**src/rtl/slp_pkg.sv**
```systemverilog
package slp_pkg;
    typedef enum logic [2:0] {
        ST_RESET    = 3'd0,
        ST_RUN      = 3'd1,
        ST_IDLE     = 3'd2,
        ST_IDLE_RST = 3'd3,
        ST_PDOWN    = 3'd4,
        ST_BROWN    = 3'd5,
        ST_BOD_DLY  = 3'd6
    } slp_state_e;

    typedef struct packed {
        logic cpu_clk;
        logic per_clk;
        logic osc;
        logic rst;
        logic ram_inh;
        logic port_wr;
        logic pull_up;
    } slp_ctl_t;
endpackage

```
**src/rtl/slp_tick_cnt.sv**
```systemverilog
// Counts cycles spent in one state; done marks the last of LIMIT cycles.
module slp_tick_cnt #(
    parameter int LIMIT = 2
) (
    input  logic clk,
    input  logic por_n,
    input  logic run,
    output logic done
);
    localparam int W = (LIMIT > 1) ? $clog2(LIMIT) : 1;
    localparam logic [W-1:0] LAST = W'(LIMIT - 1);

    logic [W-1:0] cnt;

    assign done = run && (cnt == LAST);

    always_ff @(posedge clk or negedge por_n) begin
        if (!por_n) begin
            cnt <= '0;
        end else if (!run) begin
            cnt <= '0;
        end else if (!done) begin
            cnt <= cnt + 1'b1;
        end
    end

    p_cnt_in_range: assert property (@(posedge clk) disable iff (!por_n)
        cnt <= LAST);
endmodule

```
**src/rtl/slp_rst_hold.sv**
```systemverilog
// Measures how many consecutive edges the latest reset-pin assertion lasted.
module slp_rst_hold #(
    parameter int HOLD_CYC = 8
) (
    input  logic clk,
    input  logic por_n,
    input  logic rst_pin,
    output logic hold_ok
);
    localparam int W = $clog2(HOLD_CYC + 1);
    localparam logic [W-1:0] SAT = W'(HOLD_CYC);

    logic         pin_q;
    logic [W-1:0] hold_cnt;

    always_ff @(posedge clk or negedge por_n) begin
        if (!por_n) begin
            pin_q    <= 1'b0;
            hold_cnt <= SAT;
        end else begin
            pin_q <= rst_pin;
            if (rst_pin && !pin_q) begin
                hold_cnt <= W'(1);
            end else if (rst_pin && hold_cnt != SAT) begin
                hold_cnt <= hold_cnt + 1'b1;
            end
        end
    end

    assign hold_ok = (hold_cnt == SAT);

    // the measured length saturates and never runs past the limit
    p_hold_bound_r7: assert property (@(posedge clk) disable iff (!por_n)
        hold_cnt <= SAT);
    // a fresh assertion always starts a new measurement
    p_hold_restart_r7: assert property (@(posedge clk) disable iff (!por_n)
        (rst_pin && !pin_q) |=> (hold_cnt == W'(1)) || (HOLD_CYC == 1));
endmodule

```
**src/rtl/slp_fsm.sv**
```systemverilog
module slp_fsm
    import slp_pkg::*;
(
    input  logic       clk,
    input  logic       por_n,
    input  logic       rst_pin,
    input  logic       req_idle,
    input  logic       req_pdown,
    input  logic       irq_any,
    input  logic       bod_flag,
    input  logic       hold_ok,
    input  logic       win_done,
    input  logic       bod_done,
    output slp_state_e state,
    output slp_ctl_t   ctl
);
    slp_state_e nxt;

    always_comb begin
        nxt = state;
        if (state == ST_IDLE_RST) begin
            nxt = win_done ? ST_RESET : ST_IDLE_RST;
        end else if (rst_pin) begin
            nxt = (state == ST_IDLE) ? ST_IDLE_RST : ST_RESET;
        end else if (bod_flag) begin
            nxt = ST_BROWN;
        end else begin
            unique case (state)
                ST_RESET:    if (hold_ok) nxt = ST_RUN;
                ST_RUN: begin
                    if (req_pdown)                 nxt = ST_PDOWN;
                    else if (req_idle && !irq_any) nxt = ST_IDLE;
                end
                ST_IDLE:     if (irq_any) nxt = ST_RUN;
                ST_PDOWN:    nxt = ST_PDOWN;
                ST_BROWN:    nxt = ST_BOD_DLY;
                ST_BOD_DLY:  if (bod_done) nxt = ST_RUN;
                ST_IDLE_RST: nxt = ST_RESET;
                default:     nxt = ST_RESET;
            endcase
        end
    end

    always_ff @(posedge clk or negedge por_n) begin
        if (!por_n) state <= ST_RESET;
        else        state <= nxt;
    end

    always_comb begin
        unique case (state)
            ST_RUN:      ctl = '{cpu_clk:1'b1, per_clk:1'b1, osc:1'b1, rst:1'b0, ram_inh:1'b0, port_wr:1'b1, pull_up:1'b0};
            ST_IDLE:     ctl = '{cpu_clk:1'b0, per_clk:1'b1, osc:1'b1, rst:1'b0, ram_inh:1'b0, port_wr:1'b1, pull_up:1'b0};
            ST_IDLE_RST: ctl = '{cpu_clk:1'b1, per_clk:1'b1, osc:1'b1, rst:1'b0, ram_inh:1'b1, port_wr:1'b1, pull_up:1'b0};
            ST_PDOWN:    ctl = '{cpu_clk:1'b0, per_clk:1'b0, osc:1'b0, rst:1'b0, ram_inh:1'b0, port_wr:1'b1, pull_up:1'b0};
            ST_BROWN:    ctl = '{cpu_clk:1'b0, per_clk:1'b0, osc:1'b1, rst:1'b1, ram_inh:1'b1, port_wr:1'b0, pull_up:1'b1};
            ST_BOD_DLY:  ctl = '{cpu_clk:1'b0, per_clk:1'b0, osc:1'b1, rst:1'b1, ram_inh:1'b1, port_wr:1'b0, pull_up:1'b0};
            default:     ctl = '{cpu_clk:1'b0, per_clk:1'b0, osc:1'b1, rst:1'b1, ram_inh:1'b1, port_wr:1'b0, pull_up:1'b0};
        endcase
    end

    // a pending interrupt ends idle on the next edge
    p_idle_wake_r3: assert property (@(posedge clk) disable iff (!por_n)
        (state == ST_IDLE && irq_any && !rst_pin && !bod_flag) |=> state == ST_RUN);
    // an idle request with an interrupt waiting keeps the core running
    p_no_idle_with_irq_r4: assert property (@(posedge clk) disable iff (!por_n)
        (state == ST_RUN && req_idle && irq_any && !req_pdown && !rst_pin && !bod_flag)
        |=> state == ST_RUN);
    // nothing but the pin or brown-out leaves power-down
    p_pdown_sticky_r6: assert property (@(posedge clk) disable iff (!por_n)
        (state == ST_PDOWN && !rst_pin && !bod_flag) |=> state == ST_PDOWN);
    // a pin arriving in idle opens the run window first
    p_window_entry_r8: assert property (@(posedge clk) disable iff (!por_n)
        (state == ST_IDLE && rst_pin) |=> state == ST_IDLE_RST);
    // the pin takes precedence over brown-out outside the window
    p_pin_over_bod_r12: assert property (@(posedge clk) disable iff (!por_n)
        (state != ST_IDLE && state != ST_IDLE_RST && rst_pin) |=> state == ST_RESET);
endmodule

```
**src/rtl/sleep_ctrl.sv**
```systemverilog
module sleep_ctrl
    import slp_pkg::*;
#(
    parameter int NIRQ     = 5,
    parameter int NPIN     = 15,
    parameter int PU_SKIP0 = 0,
    parameter int PU_SKIP1 = 1,
    parameter int WIN_CYC  = 2,
    parameter int HOLD_CYC = 8,
    parameter int BOD_CYC  = 15000
) (
    input  logic            clk,
    input  logic            por_n,
    input  logic            rst_pin,
    input  logic            req_idle,
    input  logic            req_pdown,
    input  logic [NIRQ-1:0] irq_pend,
    input  logic            bod_flag,
    output logic            cpu_clk_en,
    output logic            per_clk_en,
    output logic            osc_en,
    output logic            int_rst,
    output logic            ram_inhibit,
    output logic            port_wr_en,
    output logic [NPIN-1:0] weak_pu
);
    slp_state_e state;
    slp_ctl_t   ctl;
    logic       hold_ok;
    logic       win_done;
    logic       bod_done;

    slp_rst_hold #(.HOLD_CYC(HOLD_CYC)) u_hold (
        .clk(clk), .por_n(por_n), .rst_pin(rst_pin), .hold_ok(hold_ok)
    );

    slp_tick_cnt #(.LIMIT(WIN_CYC)) u_win (
        .clk(clk), .por_n(por_n), .run(state == ST_IDLE_RST), .done(win_done)
    );

    slp_tick_cnt #(.LIMIT(BOD_CYC)) u_bod (
        .clk(clk), .por_n(por_n), .run(state == ST_BOD_DLY), .done(bod_done)
    );

    slp_fsm u_fsm (
        .clk(clk), .por_n(por_n), .rst_pin(rst_pin), .req_idle(req_idle),
        .req_pdown(req_pdown), .irq_any(|irq_pend), .bod_flag(bod_flag),
        .hold_ok(hold_ok), .win_done(win_done), .bod_done(bod_done),
        .state(state), .ctl(ctl)
    );

    assign cpu_clk_en  = ctl.cpu_clk;
    assign per_clk_en  = ctl.per_clk;
    assign osc_en      = ctl.osc;
    assign int_rst     = ctl.rst;
    assign ram_inhibit = ctl.ram_inh;
    assign port_wr_en  = ctl.port_wr;

    for (genvar i = 0; i < NPIN; i++) begin : g_pu
        if (i == PU_SKIP0 || i == PU_SKIP1) begin : g_skip
            assign weak_pu[i] = 1'b0;
        end else begin : g_drive
            assign weak_pu[i] = ctl.pull_up;
        end
    end

    // no clock can run while the oscillator is stopped
    p_osc_off_r5: assert property (@(posedge clk) disable iff (!por_n)
        !osc_en |-> (!cpu_clk_en && !per_clk_en));
    // RAM gated without reset only in the window where the CPU still runs
    p_window_outputs_r8: assert property (@(posedge clk) disable iff (!por_n)
        (ram_inhibit && !int_rst) |-> (cpu_clk_en && port_wr_en));
    // pull-ups appear only under reset and never on the excluded pins
    p_pu_mask_r9: assert property (@(posedge clk) disable iff (!por_n)
        (weak_pu != '0) |-> (int_rst && !weak_pu[PU_SKIP0] && !weak_pu[PU_SKIP1]));
    // the internal reset falls only after a long enough pin assertion
    p_release_hold_r7: assert property (@(posedge clk) disable iff (!por_n)
        ($fell(int_rst) && $past(state) == ST_RESET) |-> $past(hold_ok));
endmodule

```
**config.mk**
```make
export PLATFORM = sky130hd
export DESIGN_NAME = sleep_ctrl
export DESIGN_NICKNAME = d
export VERILOG_FILES = /design/src/rtl/slp_pkg.sv /design/src/rtl/slp_tick_cnt.sv /design/src/rtl/slp_rst_hold.sv /design/src/rtl/slp_fsm.sv /design/src/rtl/sleep_ctrl.sv
export SDC_FILE = /design/constraint.sdc
export NUM_CORES = 1
export LEC_CHECK = 0
export BUFFER_PORTS_ARGS = -buffer_cell sky130_fd_sc_hd__buf_4
export CELL_PAD_IN_SITES_DETAIL_PLACEMENT = 2
export CELL_PAD_IN_SITES_GLOBAL_PLACEMENT = 2
export CORE_ASPECT_RATIO = 1.5
export CORE_MARGIN = 3
export CORE_UTILIZATION = 32
export DETAILED_ROUTE_END_ITERATION = 10
export PLACE_DENSITY_LB_ADDON = 0.1
export SYNTH_ARGS = -nofsm -noshare
export SYNTH_HDL_FRONTEND = slang
export SYNTH_HIERARCHICAL = 1
export SYNTH_SLANG_ARGS = --single-unit
export TNS_END_PERCENT = 30
```
**constraint.sdc**
```tcl
create_clock -name clk -period 2.37 [get_ports clk]
set_input_delay 0.474 -clock clk [delete_from_list [all_inputs] [get_ports clk]]
set_output_delay 0.474 -clock clk [all_outputs]
set_load 0.005 [all_outputs]
```
# Word-level counts from Yosys, hierarchy flattened

Index checks and enable logic that the tools add are counted.

Output and inout port bits: 21
Bits in registers: 23

Mux-type cells: 18
Eq/ne operators: 15
Reduce and logical (&&, ||, !) cells: 11
Add/sub/neg operators: 3

Operators by type and width:

| kind                  | count |
|---|---|
| $pmux 7 s5            | 1 |
| $mux 14               | 2 |
| $mux 3                | 8 |
| $pmux 3 s6            | 1 |
| $add 14x1->14 const B | 1 |
| $eq 14x14->1 const B  | 1 |
| $ne 5x5->1 const B    | 2 |
| $eq 3x3->1 const B    | 3 |
| $mux 4                | 2 |
| $eq 3x2->1 const B    | 2 |
| $ne 6x5->1 const B    | 1 |
| $logic_and 1x1->1     | 5 |
| $ne 5x4->1 const B    | 1 |
| $reduce_or 5->1       | 1 |
| $add 4x1->4 const B   | 1 |
| $eq 4x4->1 const B    | 1 |
| $mux 2                | 2 |
| $ne 2x2->1 const B    | 2 |
| $ne 4x4->1 const B    | 1 |
| $reduce_and 4->1      | 1 |
| $eq 3x1->1 const B    | 1 |
| $logic_not 3->1       | 1 |
| $logic_not 1->1       | 2 |
| $mux 1                | 2 |
| 2 further kinds       | 2 |

# Longest topological paths before layout

Word-level depth: 9
Gate-level depth with buffers: 8
Mapped depth without buffers: 8

# Modules after synthesis

Netlist, hierarchy kept.

By module, submodules not included:

| module                | instances | seq. area each (um2) | cells an instance | area each (um2) |
|---|---|---|---|---|
| slp_tick_cnt at u_bod | 1         | 350.3                | 80                | 773.2 |
| slp_fsm               | 1         | 75.1                 | 50                | 356.6 |
| slp_rst_hold          | 1         | 126.4                | 26                | 275.3 |
| sleep_ctrl            | 1         | 0.0                  | 21                | 137.6 |
| slp_tick_cnt at u_win | 1         | 25.0                 | 3                 | 35.0 |

# Worst setup path before layout

No wires, ideal clock.

Kind: register -> register
Start point: register u_bod.cnt[6]
End point: register u_fsm.state[0]
Period minus slack after synthesis: 1,916 ps
Arrival time: 1,843 ps
Stages on the path, launching flop included: 8
Setup time: 73 ps
Path buffers: 0
Path slack: 454 ps
Required time: 2,297 ps
Cells stage by stage: dfrtp_1 > or4b_4 > nor4_4 > and2_1 > mux2i_1 > a21oi_1 > nor2b_1 > a21oi_2

Longest elaborated chain between the ends: 4

Ends and longest elaborated chain:

| element                           | line               | RTL |
|---|---|---|
| start: declaration                | slp_tick_cnt.sv:13 | `logic [W-1:0] cnt;` |
| start signal: assignment          | slp_tick_cnt.sv:23 | `cnt <= cnt + 1'b1;` |
| $eq 14x14->1                      | slp_tick_cnt.sv:15 | `assign done = run && (cnt == LAST);` |
| $logic_and 1x1->1                 | slp_tick_cnt.sv:15 |  |
| net bod_done                      | sleep_ctrl.sv:31   | `logic bod_done;` |
| $ne 5x5->1 (no source line)       | --                 |  |
| $reduce_and 4->1 (no source line) | --                 |  |
| end signal: assignment            | slp_fsm.sv:46      | `else state <= nxt;` |
| end: declaration                  | slp_fsm.sv:14      | `output slp_state_e state,` |

The timed path passes the listed nets, and every way through them passes these cells.
A chain may end at the register's enable or synchronous reset.

# Worst setup path in the final report

Same ends and word-level chain as after synthesis.

==> run_results.csv <==
group,metric,value,unit
synth,ys_warn_count,6,
clock_tree,cts.clk_slew.worst_paths,0.09,ns
critical_path,worst_setup_path_end_kind,"register",
global_route,grt_pass1_wl,7350,um
timing,fmax,460,MHz
critical_path,startpoint_type,"register",
finish,nFillCells,573,
synth,syn-instance-count,180,
die,dieWidth,63.3,um
synth,synth.distinct_cells,51,
timing,final.period_utilization,91.7,%
critical_path,critPathMaxFanout,7,
die,coreArea,4650,um^2
routing,wl,4180,um
global_route,track_usage,15.5,%
die,die_area,5830,um^2
global_route,grt_pass1_vias,1560,
timing,finalSetupViolations,0,
synth,synthArstFlopShare,100,%
placement,dp_hpwl,3250,um
placement,io_buffers,29,
clock_tree,clk_latency,0.27,ns
synth,synth_area_leaders,"dfrtp_1 35%, buf_4 7.1%, mux2i_1 5.1%, nand2_1 4.5%, a21oi_1 3.2%",
timing,hold-worst-slack,0.0869,ns
clock_tree,cts_hold_buffers,0,
clock_tree,cts_tree,"done",
timing,setup-tns-final,0,ns
synth,synth_area,1580,um^2
routing,drt_iter0_drc,36,
status,status,"finished clean",
timing,maxSlewViolCount,0,
routing,wire_per_inst,15.9,um
global_route,grt_overflow_total,0,
die,pin_count,32,
power_and_ir_drop,ir_drop,0.219,mV
critical_path,cp-startpoint,"u_bod/cnt[6]",
power_and_ir_drop,internal-power,691,uW
critical_path,cp_top_family,"simple AND/OR/NAND/NOR gates",
worst_hold_path,hold_class,"input pin to async pin",
timing,rsz0062_at_grt,"false",
clock_tree,cts.path.max_buffers,2,
die,initial_utilization,33.9,%
critical_path,regToRegStartpoint,"u_bod/cnt[6]",
critical_path,crit_chain,"or4b_4 -> nor4_4 -> and2_1 -> mux2i_1 -> a21oi_1 -> nor2b_1 -> a21oi_2",
clock_tree,cts-htree-levels,1,
critical_path,path_buf_inv,0,
clock_tree,clock-root-buffer,"clkbuf_8",
routing,drt_first_pass_iters,4,
global_route,grt_max_degree,24,
timing,setup_slack,0.197,ns
critical_path,slowest_delay,0.58,ns
routing,vias,1414,
finish,drive_gt1_share,23.6,%
clock_tree,cts.sinks,23,
finish,fin_cells,263,
timing,finalHoldViolCount,0,
power_and_ir_drop,comb_power_share,27.3,%
routing,drc_errors,0,
placement,pre_cts_ws,0.212,ns
critical_path,worstPathRequired,2.57,ns
placement,gp_congestion,0.732,
power_and_ir_drop,clockPowerShare,25.2,%
finish,layout-area-overhead-vs-synth,15.5,%
critical_path,path_class,"register to register",
power_and_ir_drop,p_seq_share,47.6,%
synth,synth_top_area_cell,"dfrtp_1",
synth,synth_top_area_share,34.9,%
clock_tree,cts_buffers,3,
synth,synth_edf_count,0,
placement,dp.cells,259,
critical_path,arrival,2.37,ns
clock_tree,postCtsSetupRepairBufs,0,
power_and_ir_drop,p_switching,311,uW
power_and_ir_drop,p_sw_share,31.1,%
power_and_ir_drop,p_leak,0.000787,uW
global_route,antenna_found_initial,0,
synth,synth-seq-area-share,36.6,%
finish,nets,215,
job,maxCapViolCount,0,
routing,viasPerCell,5.38,
clock_tree,cts.repair.resized,0,
die,die_h,92,um
timing,fin_crit,2.17,ns
critical_path,cpMaxStageDelayCell,"or4b_4",
finish,n_antenna_cell,0,
synth,synth_flop_cell,"dfrtp_1",
timing,fin_skew,0.00748,ns
routing,ant_nets,0,
synth,syn_area_per_cell,8.77,um^2
die,rows,30,
synth,ys_ff_latch,23,
power_and_ir_drop,p_per_area,550,nW/um^2
==> metal layers <==
layer	up-vias	share of wire (%)	wire length (um)	global-route usage, %
met4	0	1.3	53	5.95
met2	25	57	2380	29.6
met1	719	39	1640	17.2
li1	666	-	-	-
met5	-	0	0	0
met3	4	2.5	106	1.59
==> registers in the layout, indices dropped and copies added (netlist names) <==
name and cells:
u_fsm/state 3, u_bod/cnt 14, u_win/cnt 1, u_hold/hold_cnt 4
u_hold/pin_q 1
==> cell type report <==
cell class              count  area (um^2)  area share (%)
inverters                  12         47.5            2.61
clock buffers               4         45.0            2.47
well taps                  64         80.1            4.40
repair buffers             34          255            14.0
flip-flops and latches     23          577            31.7
multi-input cells         126          817            44.8
==> power by group through the flow <==
| stage | clock network (uW) | logic [uW] | registers, uW |
|---|---|---|---|
| global placement | 0 | 261 | 477 |
| global route | 276 | 308 | 483 |
| CTS | 268 | 279 | 476 |
| floorplan | 0 | 185 | 468 |
| detailed placement | 0 | 279 | 482 |
| finish | 252 | 273 | 477 |
==> worst reg2reg max path, cell delays in order, from the launching register on <==
cell and delay [ns]:
dfrtp_1 0.45, or4b_4 0.58, nor4_4 0.39, and2_1 0.21, mux2i_1 0.10, a21oi_1 0.19, nor2b_1 0.08, a21oi_2 0.10
==> kinds of logic after synthesis <==
logic type,count (synthesis),synth area share (%)
simple gates,73,26.6
flops,23,36.6
fa+ha+maj,4,3.17
buf+inv,32,11.9
other cells,1,0.238
mux,8,5.08
compound gates,38,15.9
xor+xnor,1,0.555
==> placed cells by master, fill, tap and decap left out, types with 3 or more instances in the layout <==
| cell | synthesis | final |
|---|---|---|
| nand2_1 | 19 | 19 |
| dfrtp_1 | 22 | 22 |
| nand3_1 | 8 | 8 |
| clkbuf_8 | 0 | 3 |
| nand2b_1 | 8 | 8 |
| or4_1 | 4 | 4 |
| nor2_1 | 9 | 9 |
| nor4_1 | 3 | 3 |
| buf_4 | 15 | 34 |
| nor3_1 | 6 | 6 |
| o21ai_0 | 6 | 6 |
| mux2i_1 | 8 | 8 |
| inv_1 | 8 | 8 |
| a21oi_1 | 10 | 10 |
| ha_1 | 4 | 4 |
| o31ai_1 | 4 | 4 |
==> metrics by stage <==
| step | utilization, % | power (uW) | area [um^2] |
|---|---|---|---|
| CTS | 39.1 | 1020 | 1820 |
| global route | 39.1 | 1070 | 1820 |
| detailed placement | 38.2 | 761 | 1780 |
| global placement | 38.2 | 739 | 1780 |
| floorplan | - | 653 | 1580 |
| finish | 39.1 | 1000 | 1820 |
==> cell usage after synthesis, types with 2 or more instances <==
master	number
dfrtp_1	22
nand2_1	19
buf_4	15
a21oi_1	10
nor2_1	9
inv_1	8
mux2i_1	8
nand2b_1	8
nand3_1	8
nor3_1	6
o21ai_0	6
ha_1	4
o31ai_1	4
or4_1	4
clkbuf_1	3
nor4_1	3
a211oi_1	2
a31oi_1	2
and2_1	2
inv_2	2
nand4_1	2
nor2b_1	2
o21ai_1	2
or3_1	2
==> worst paths after layout <==
check	cells after the start	slack, ns	to
min in group clk	1	0.41	u_hold/pin_q
max in group asynchronous	1	1.99	u_hold/hold_cnt[3]
worst max register to register	7	0.20	u_fsm/state[0]
worst min-delay path	1	0.09	u_bod/cnt[9]
worst min register to register	1	0.54	u_bod/cnt[2]
worst max-delay path	7	0.20	u_fsm/state[0]
Power figures use the tool's default switching activity.
